### src/rtl/bwd_pkg.sv
package bwd_pkg;
  typedef enum logic [1:0] {
    SEL_CTRL    = 2'd0,
    SEL_BASE_LO = 2'd1,
    SEL_BASE_HI = 2'd2,
    SEL_SIZE    = 2'd3
  } cfg_sel_e;

  localparam int CTRL_LPC_BIT  = 0;
  localparam int CTRL_EXT_BIT  = 1;
  localparam int CTRL_FWH_BIT  = 3;
  localparam int CTRL_ZONE_BIT = 4;

  localparam logic [7:0] CTRL_WMASK = 8'h1B;
  localparam logic [7:0] CTRL_BOOT_RESET = 8'h09;
  localparam logic [2:0] STRAP_BOOT_ON = 3'b000;
endpackage

### src/rtl/bwd_cfg_regs.sv
module bwd_cfg_regs
  import bwd_pkg::*;
#(
  parameter int SIZE_W = 4
) (
  input  logic              clk,
  input  logic              rst,
  input  logic [2:0]        strap_cfg,
  input  logic              cfg_we,
  input  logic [1:0]        cfg_sel,
  input  logic [7:0]        cfg_wdata,
  input  logic              boot_rd_done,
  input  logic              boot_rd_fwh,
  output logic [7:0]        ctrl_q,
  output logic [7:0]        base_lo_q,
  output logic [7:0]        base_hi_q,
  output logic [SIZE_W-1:0] size_q,
  output logic              first_seen_q,
  output logic [7:0]        cfg_rdata
);
  localparam int PAD_W = 8 - SIZE_W;

  logic boot_mode_q;
  logic auto_clr;
  logic ctrl_wr;

  assign ctrl_wr  = cfg_we && (cfg_sel_e'(cfg_sel) == SEL_CTRL);
  assign auto_clr = boot_mode_q && !first_seen_q && boot_rd_done;

  always_ff @(posedge clk) begin
    if (rst) begin
      boot_mode_q  <= (strap_cfg == STRAP_BOOT_ON);
      ctrl_q       <= (strap_cfg == STRAP_BOOT_ON) ? CTRL_BOOT_RESET : 8'h00;
      first_seen_q <= 1'b0;
    end else begin
      if (ctrl_wr) begin
        ctrl_q <= cfg_wdata & CTRL_WMASK;
      end else if (auto_clr) begin
        if (boot_rd_fwh) ctrl_q[CTRL_LPC_BIT] <= 1'b0;
        else             ctrl_q[CTRL_FWH_BIT] <= 1'b0;
      end
      if (boot_rd_done) first_seen_q <= 1'b1;
    end
  end

  always_ff @(posedge clk) begin
    if (rst) begin
      base_lo_q <= 8'h00;
      base_hi_q <= 8'h00;
      size_q    <= '0;
    end else if (cfg_we) begin
      case (cfg_sel_e'(cfg_sel))
        SEL_BASE_LO: base_lo_q <= cfg_wdata;
        SEL_BASE_HI: base_hi_q <= cfg_wdata;
        SEL_SIZE:    size_q    <= cfg_wdata[SIZE_W-1:0];
        default:     ;
      endcase
    end
  end

  always_comb begin
    case (cfg_sel_e'(cfg_sel))
      SEL_CTRL:    cfg_rdata = ctrl_q;
      SEL_BASE_LO: cfg_rdata = base_lo_q;
      SEL_BASE_HI: cfg_rdata = base_hi_q;
      default:     cfg_rdata = {{PAD_W{1'b0}}, size_q};
    endcase
  end
endmodule

### src/rtl/bwd_boot_dec.sv
module bwd_boot_dec #(
  parameter int ADDR_W   = 32,
  parameter int PAGE_LSB = 16,
  parameter int TOP_LSB  = 22
) (
  input  logic                       lpc_en,
  input  logic                       ext_en,
  input  logic                       fwh_en,
  input  logic                       cyc_fwh,
  input  logic [ADDR_W-1:PAGE_LSB]   addr_hi,
  output logic                       boot_hit
);
  localparam int PAGE_W = ADDR_W - PAGE_LSB;
  localparam logic [PAGE_W-1:0] PAGE_F = PAGE_W'(16'h000F);
  localparam logic [PAGE_W-1:0] PAGE_E = PAGE_W'(16'h000E);

  logic in_top, in_f, in_e, lpc_range;

  assign in_top    = &addr_hi[ADDR_W-1:TOP_LSB];
  assign in_f      = (addr_hi == PAGE_F);
  assign in_e      = (addr_hi == PAGE_E);
  assign lpc_range = in_top || in_f || (ext_en && in_e);

  always_comb begin
    if (cyc_fwh) boot_hit = fwh_en && in_top;
    else         boot_hit = lpc_en && lpc_range;
  end
endmodule

### src/rtl/bwd_zone_dec.sv
module bwd_zone_dec #(
  parameter int ADDR_W  = 32,
  parameter int MIN_LOG = 16,
  parameter int SIZE_W  = 4
) (
  input  logic              zone_en,
  input  logic              cyc_fwh,
  input  logic [ADDR_W-1:0] addr,
  input  logic [7:0]        base_lo,
  input  logic [7:0]        base_hi,
  input  logic [SIZE_W-1:0] size_code,
  output logic              zone_hit
);
  localparam int NCODE = 1 << SIZE_W;

  logic [ADDR_W-1:0] mask_tbl [NCODE];
  logic [ADDR_W-1:0] base;

  for (genvar i = 0; i < NCODE; i++) begin : g_mask
    localparam int LG = MIN_LOG + i;
    if (LG >= ADDR_W) begin : g_full
      assign mask_tbl[i] = '0;
    end else begin : g_part
      assign mask_tbl[i] = ~((ADDR_W'(1) << LG) - ADDR_W'(1));
    end
  end

  assign base     = ADDR_W'({base_hi, base_lo, {MIN_LOG{1'b0}}});
  assign zone_hit = zone_en && !cyc_fwh && ((addr & mask_tbl[size_code]) == base);
endmodule

### src/rtl/boot_win_decoder.sv
module boot_win_decoder
  import bwd_pkg::*;
#(
  parameter int ADDR_W  = 32,
  parameter int LOCAL_W = 28,
  parameter int SIZE_W  = 4,
  parameter int MIN_LOG = 16
) (
  input  logic               clk,
  input  logic               rst,
  input  logic [2:0]         strap_cfg,
  input  logic               cyc_valid,
  input  logic               cyc_fwh,
  input  logic               cyc_write,
  input  logic               cyc_done,
  input  logic [ADDR_W-1:0]  cyc_addr,
  input  logic               cfg_we,
  input  logic [1:0]         cfg_sel,
  input  logic [7:0]         cfg_wdata,
  output logic [7:0]         cfg_rdata,
  output logic               hit,
  output logic               bios_hit,
  output logic               zone_hit,
  output logic [LOCAL_W-1:0] local_addr
);
  logic [7:0]        ctrl_q, base_lo_q, base_hi_q;
  logic [SIZE_W-1:0] size_q;
  logic              first_seen_q;
  logic              boot_raw, zone_raw, boot_rd_done;

  bwd_boot_dec #(.ADDR_W(ADDR_W), .PAGE_LSB(MIN_LOG), .TOP_LSB(ADDR_W-10)) u_boot (
    .lpc_en  (ctrl_q[CTRL_LPC_BIT]),
    .ext_en  (ctrl_q[CTRL_EXT_BIT]),
    .fwh_en  (ctrl_q[CTRL_FWH_BIT]),
    .cyc_fwh (cyc_fwh),
    .addr_hi (cyc_addr[ADDR_W-1:MIN_LOG]),
    .boot_hit(boot_raw)
  );

  bwd_zone_dec #(.ADDR_W(ADDR_W), .MIN_LOG(MIN_LOG), .SIZE_W(SIZE_W)) u_zone (
    .zone_en  (ctrl_q[CTRL_ZONE_BIT]),
    .cyc_fwh  (cyc_fwh),
    .addr     (cyc_addr),
    .base_lo  (base_lo_q),
    .base_hi  (base_hi_q),
    .size_code(size_q),
    .zone_hit (zone_raw)
  );

  assign bios_hit     = cyc_valid && boot_raw;
  assign zone_hit     = cyc_valid && zone_raw;
  assign hit          = bios_hit || zone_hit;
  assign local_addr   = cyc_addr[LOCAL_W-1:0];
  assign boot_rd_done = bios_hit && cyc_done && !cyc_write;

  bwd_cfg_regs #(.SIZE_W(SIZE_W)) u_regs (
    .clk         (clk),
    .rst         (rst),
    .strap_cfg   (strap_cfg),
    .cfg_we      (cfg_we),
    .cfg_sel     (cfg_sel),
    .cfg_wdata   (cfg_wdata),
    .boot_rd_done(boot_rd_done),
    .boot_rd_fwh (cyc_fwh),
    .ctrl_q      (ctrl_q),
    .base_lo_q   (base_lo_q),
    .base_hi_q   (base_hi_q),
    .size_q      (size_q),
    .first_seen_q(first_seen_q),
    .cfg_rdata   (cfg_rdata)
  );
endmodule

### config.mk
export PLATFORM = sky130hd
export DESIGN_NAME = boot_win_decoder
export DESIGN_NICKNAME = d
export VERILOG_FILES = /design/src/rtl/bwd_pkg.sv /design/src/rtl/bwd_cfg_regs.sv /design/src/rtl/bwd_boot_dec.sv /design/src/rtl/bwd_zone_dec.sv /design/src/rtl/boot_win_decoder.sv
export SDC_FILE = /design/constraint.sdc
export NUM_CORES = 1
export LEC_CHECK = 0
export ABC_CLOCK_PERIOD_IN_PS = 2770
export BUFFER_PORTS_ARGS = -buffer_cell sky130_fd_sc_hd__buf_2
export CAP_MARGIN = 20
export CORE_UTILIZATION = 44
export DETAILED_ROUTE_END_ITERATION = 8
export PLACE_DENSITY = 0.75
export SLEW_MARGIN = 0
export SYNTH_ARGS = -nofsm -noshare
export SYNTH_HDL_FRONTEND = slang
export SYNTH_SLANG_ARGS = --single-unit
export TNS_END_PERCENT = 10
### constraint.sdc
create_clock -name clk -period 2.77 [get_ports clk]
set_input_delay 0.277 -clock clk [delete_from_list [all_inputs] [get_ports clk]]
set_output_delay 0.277 -clock clk [all_outputs]
set_load 0.05 [all_outputs]
* Yosys cells after proc, flatten, opt, wreduce, memory -nomap -nowiden
Memory sizes are Yosys's and may differ from the RTL's.
Index checks and enable logic that the tools add are counted.
** Cells by class
- $lt $le $gt $ge :: 1
- Equality and inequality tests :: 7
- Muxes and demuxes :: 14
- Bitwise gates (word level) :: 2
- Reductions and logical operators :: 29
** Operators with widths (count)
- $mux 32 :: 2
- $and 32x32->32 :: 1
- $eq 16x4->1 const B :: 2
- $eq 32x32->1 :: 1
- $pmux 8 s3 :: 1
- $logic_and 1x1->1 :: 12
- $reduce_and 10->1 :: 1
- $reduce_and 2->1 :: 5
- $mux 4 :: 2
- $mux 8 :: 1
- $mux 1 :: 7
- $reduce_bool 3->1 :: 2
- $ge 5x5->1 const B :: 1
- $not 4->5 :: 1
- $eq 2x2->1 const B :: 2
- $logic_not 1->1 :: 3
- $logic_not 3->1 :: 1
- $logic_or 1x1->1 :: 3
- $ne 3x2->1 const B :: 1
- $eq 2x1->1 const B :: 1
- $logic_not 2->1 :: 1
- $mux 2 :: 1
- $reduce_bool 2->1 :: 1
** Storage, ports and cells
- Register bits after elaboration :: 30
- Memory bits (read-only) :: 512
- Input bits :: 52
- Output and inout bits :: 39
- Memories kept :: 1
** Memory list
- (no name shown) :: depth 16, bits a word 32, read ports 1, clocked after Yosys merged registers in 0, wr ports 0, line bwd_zone_dec.sv:29 : assign zone_hit = zone_en && !cyc_fwh && ((addr & mask_tbl[size_code]) == base);

* Longest topological paths before layout
- Depth after elaboration :: 12
- Depth in mapped cells :: 6
- Depth with buffers taken out :: 5

* Hierarchy
From an unflattened synthesis, not the netlist that was laid out.
** Second synthesis, totals
- Cells, all modules :: 220
- Area, all modules :: 2073.2 um^2
** Modules (own cells, without submodules)
- bwd_cfg_regs :: instances 1, cells an instance 117, area an instance 1343.8 um^2
- bwd_zone_dec :: instances 1, cells an instance 58, area an instance 395.4 um^2
- boot_win_decoder :: instances 1, cells an instance 32, area an instance 242.7 um^2
- bwd_boot_dec :: instances 1, cells an instance 13, area an instance 91.3 um^2

* Worst setup path before layout
Ideal clock, no wire load.
- Path type :: register -> output
- Start :: register u_regs.size_q[3]
- End :: output port hit
- Data arrival time :: 2846 ps
- Required time :: 2493 ps
- Path slack :: -353 ps
- Stages on the path, launching flop included :: 7
- Path buffers :: 1
- Cells stage by stage :: dfxtp_1 -> clkbuf_1 -> a21boi_0 -> xor2_1 -> nor4_1 -> nand4_1 -> o41ai_1
** Between the ends
- Word-level cells in the longest chain between the ends :: 9
** RTL lines
- start, declared :: line bwd_cfg_regs.sv:17 : output logic [SIZE_W-1:0] size_q,
- start signal, assigned :: line bwd_cfg_regs.sv:55 : SEL_SIZE: size_q <= cfg_wdata[SIZE_W-1:0];
- $not 4->5 (not written as such) :: line bwd_zone_dec.sv:29
- $mem_v2 16x32
- $mux 32 (not written as such) (2 in series) :: line bwd_zone_dec.sv:29
- $and 32x32->32 :: line bwd_zone_dec.sv:29
- $eq 32x32->1 :: line bwd_zone_dec.sv:29
- $logic_and 1x1->1 :: line bwd_zone_dec.sv:29
- $logic_and 1x1->1 :: line boot_win_decoder.sv:51 : assign zone_hit = cyc_valid && zone_raw;
- $logic_or 1x1->1 :: line boot_win_decoder.sv:52 : assign hit = bios_hit || zone_hit;
- end, declared :: line boot_win_decoder.sv:21 : output logic hit,
Every way passes these cells. The select of a mux whose other input is x is not followed.

* Worst setup path in the final report
- Start :: register u_regs.size_q[2]
- End :: output port hit
The elaborated chain is that of the path after synthesis.

==> impl_metrics.env <==
export IMPL_run_status="complete, no violations"
export IMPL_cts_root_buf="clkbuf_8"
export IMPL_finalClockSkew_ns=0.00128
export IMPL_grt_pass1_wl_um=6890
export IMPL_rsz0062_at_grt="no"
export IMPL_start_util=0.477
export IMPL_period_needed_ns=2.53
export IMPL_max_clock_path_buffers=2
export IMPL_post_route_period_util=0.913
export IMPL_place_ws_ns=0.419
export IMPL_critPathMaxFanout=14
export IMPL_min_from="cfg_wdata[5]"
export IMPL_final_max_slew_viol_count=0
export IMPL_first_iter_violations=126
export IMPL_io_pins=91
export IMPL_dpl_hpwl_um=3270
export IMPL_die_w_um=66.2
export IMPL_dieArea_um2=4380
export IMPL_clock_latency_ns=0.26
export IMPL_synth_cell_types=37
export IMPL_diodes=0
export IMPL_synth_edf_count=5
export IMPL_nNetsFinal=299
export IMPL_antenna_found_initial=0
export IMPL_syn_nets=274
export IMPL_ir_drop_mv=0.235
export IMPL_p_per_area_nw_per_um2=427
export IMPL_fin_setup_tns_ns=0
export IMPL_wl_per_cell_um=14.6
export IMPL_die_h_um=66.2
export IMPL_cts_max_level=1
export IMPL_relSlewSlack=0.664
export IMPL_num_vias=1659
export IMPL_rr_startpoint="u_regs.ctrl_q[1]"
export IMPL_r2r_end="u_regs.ctrl_q[3]"
export IMPL_fin_cells=294
export IMPL_drc=0
export IMPL_hold_viol_final=0
export IMPL_fin_ws_ns=0.242
export IMPL_arrival_ns=2.25
export IMPL_fp_coreArea_um2=3800
export IMPL_io_buffers=58
export IMPL_r2r_cells=4
export IMPL_hold_path_class="in -> reg"
export IMPL_layout_drive_gt1_share=0.293
export IMPL_critPathKind="reg -> out"
export IMPL_fillers=388
export IMPL_final_antenna_net_count=0
export IMPL_rows=22
export IMPL_cts_tree="done"
export IMPL_crit_required_ns=2.49
export IMPL_cp_end_kind="output port"
export IMPL_worst_pin_slew_ns=0.503
export IMPL_overflow=0
export IMPL_crit_path_start_kind="flop"
export IMPL_synthArstFlopShare=0
export IMPL_gp_congestion=0.862
export IMPL_dp_cells=290
export IMPL_cap_violations=0
export IMPL_finalWirelength_um=4300
export IMPL_seq_area_frac_synth=0.315
export IMPL_whs_path_depth=3
export IMPL_path_clk_slew_ns=0.09
export IMPL_synth_top_flop_cell="dfxtp_1"
export IMPL_clock_sinks=26
export IMPL_dr_pass1_iters=5
export IMPL_layout_commonest_cell="buf_2"
export IMPL_cts_buffers=3
export IMPL_r2r_slack_ns=1.11
export IMPL_final_cell_mix="buf_2, nand2_1, nand3_1"
export IMPL_vias_per_cell=5.64
export IMPL_cts_resized=0
export IMPL_fmax_mhz=396
export IMPL_cts_hold_buf=0
export IMPL_grt_total_usage=0.208
export IMPL_ys_ff_latch=26
export IMPL_netlist_instances=222
export IMPL_setup_violations_final=0
export IMPL_p_leak_nw=0.841
export IMPL_synth_area_per_cell_um2=8.17
export IMPL_netlist_area_um2=1810
export IMPL_hold_end="u_regs.base_hi_q[5]"
export IMPL_first_global_vias=1405
export IMPL_post_cts_buffers=0
export IMPL_grt_max_degree=29
export IMPL_area_delta_synth_final_pct=8.97
export IMPL_ys_warn_count=0
==> sequential cells by signal (all words and copies together) (netlist names) <==
register and flops:
u_regs.base_hi_q 8, u_regs.base_lo_q 8, u_regs.ctrl_q 4, u_regs.size_q 4, u_regs.boot_mode_q 1, u_regs.first_seen_q 1
==> where the power goes <==
group | switching (mW) | internal (mW)
Sequential | 0.0182 | 0.402
Combinational | 0.136 | 0.0716
Clock | 0.113 | 0.103
Total | 0.267 | 0.576
==> metrics by stage <==
step	hold WS, ns	power [mW]	utilization	cell area [µm²]
after floorplan	0.389	0.639	-	1820
after global routing	0.263	0.891	0.520	1980
after detailed placement	0.475	0.636	0.508	1930
final	0.264	0.843	0.520	1980
after CTS	0.258	0.848	0.520	1980
after global placement	0.468	0.633	0.508	1930
==> layer usage <==
layer	up-vias	track usage	part of all wire
met5	-	0	0
li1	804	-	-
met1	776	0.296	0.46
met3	10	0.0207	0.078
met4	0	0.0718	0.013
met2	69	0.325	0.45
==> worst max-delay path by stage <==
| stage | from | end | slack, ns |
|---|---|---|---|
| after CTS | u_regs.size_q[2] | hit | 0.23 |
| final | u_regs.size_q[2] | hit | 0.24 |
| after global routing | u_regs.size_q[2] | hit | 0.06 |
| after global placement | cyc_addr[27] | u_regs.ctrl_q[3] | 0.42 |
| after detailed placement | cyc_addr[27] | u_regs.ctrl_q[0] | 0.42 |
| after floorplan | u_regs.size_q[3] | zone_hit | -0.22 |
==> worst max-delay path: stages (launching register included) <==
cell and delay [ns]:
dfxtp_1 0.59, a21boi_0 0.19, xor2_1 0.17, nor4_1 0.19, nand4_1 0.19, o41ai_2 0.35
buf_2 0.31
==> cell usage after synthesis (all sizes together) (2+ instances only) <==
master / number / share of area
xor2: 11 / 0.053
mux2i: 5 / 0.028
edfxtp: 5 / 0.083
a31oi: 2 / 0.0069
nor2: 8 / 0.017
nand4: 4 / 0.014
nor2b: 4 / 0.014
nor4: 4 / 0.022
clkbuf: 12 / 0.025
o41ai: 2 / 0.014
nand2b: 2 / 0.0069
xnor2: 5 / 0.024
and3: 2 / 0.0069
inv: 5 / 0.010
buf: 28 / 0.12
nor4b: 2 / 0.0097
nor3: 3 / 0.0083
a21oi: 19 / 0.052
a22o: 6 / 0.029
mux4: 3 / 0.037
dfxtp: 21 / 0.23
o21ai: 7 / 0.019
nand2: 29 / 0.060
nand3: 23 / 0.063
==> logic make-up (layout without fill, tap and decap cells) <==
kind of cell | count (synthesis) | in the layout | synth area share
DFF | 26 | 26 | 0.315
muxes | 9 | 9 | 0.0711
AOI/OAI and AO/OA | 40 | 40 | 0.138
buffers and inverters | 45 | 69 | 0.151
and+or+nand+nor | 86 | 86 | 0.248
xor gates and xnor gates | 16 | 16 | 0.0773
==> cell type report <==
cell class	count	area (µm²)	share of cell area
Inverter	5	18.8	0.00950
Clock buffer	4	45.0	0.0228
Sequential cell	26	571	0.289
Multi-Input combinational cell	151	976	0.494
Tap cell	48	60.1	0.0304
Timing Repair Buffer	60	305	0.155
No activity file was read; power rests on OpenSTA's default activity.
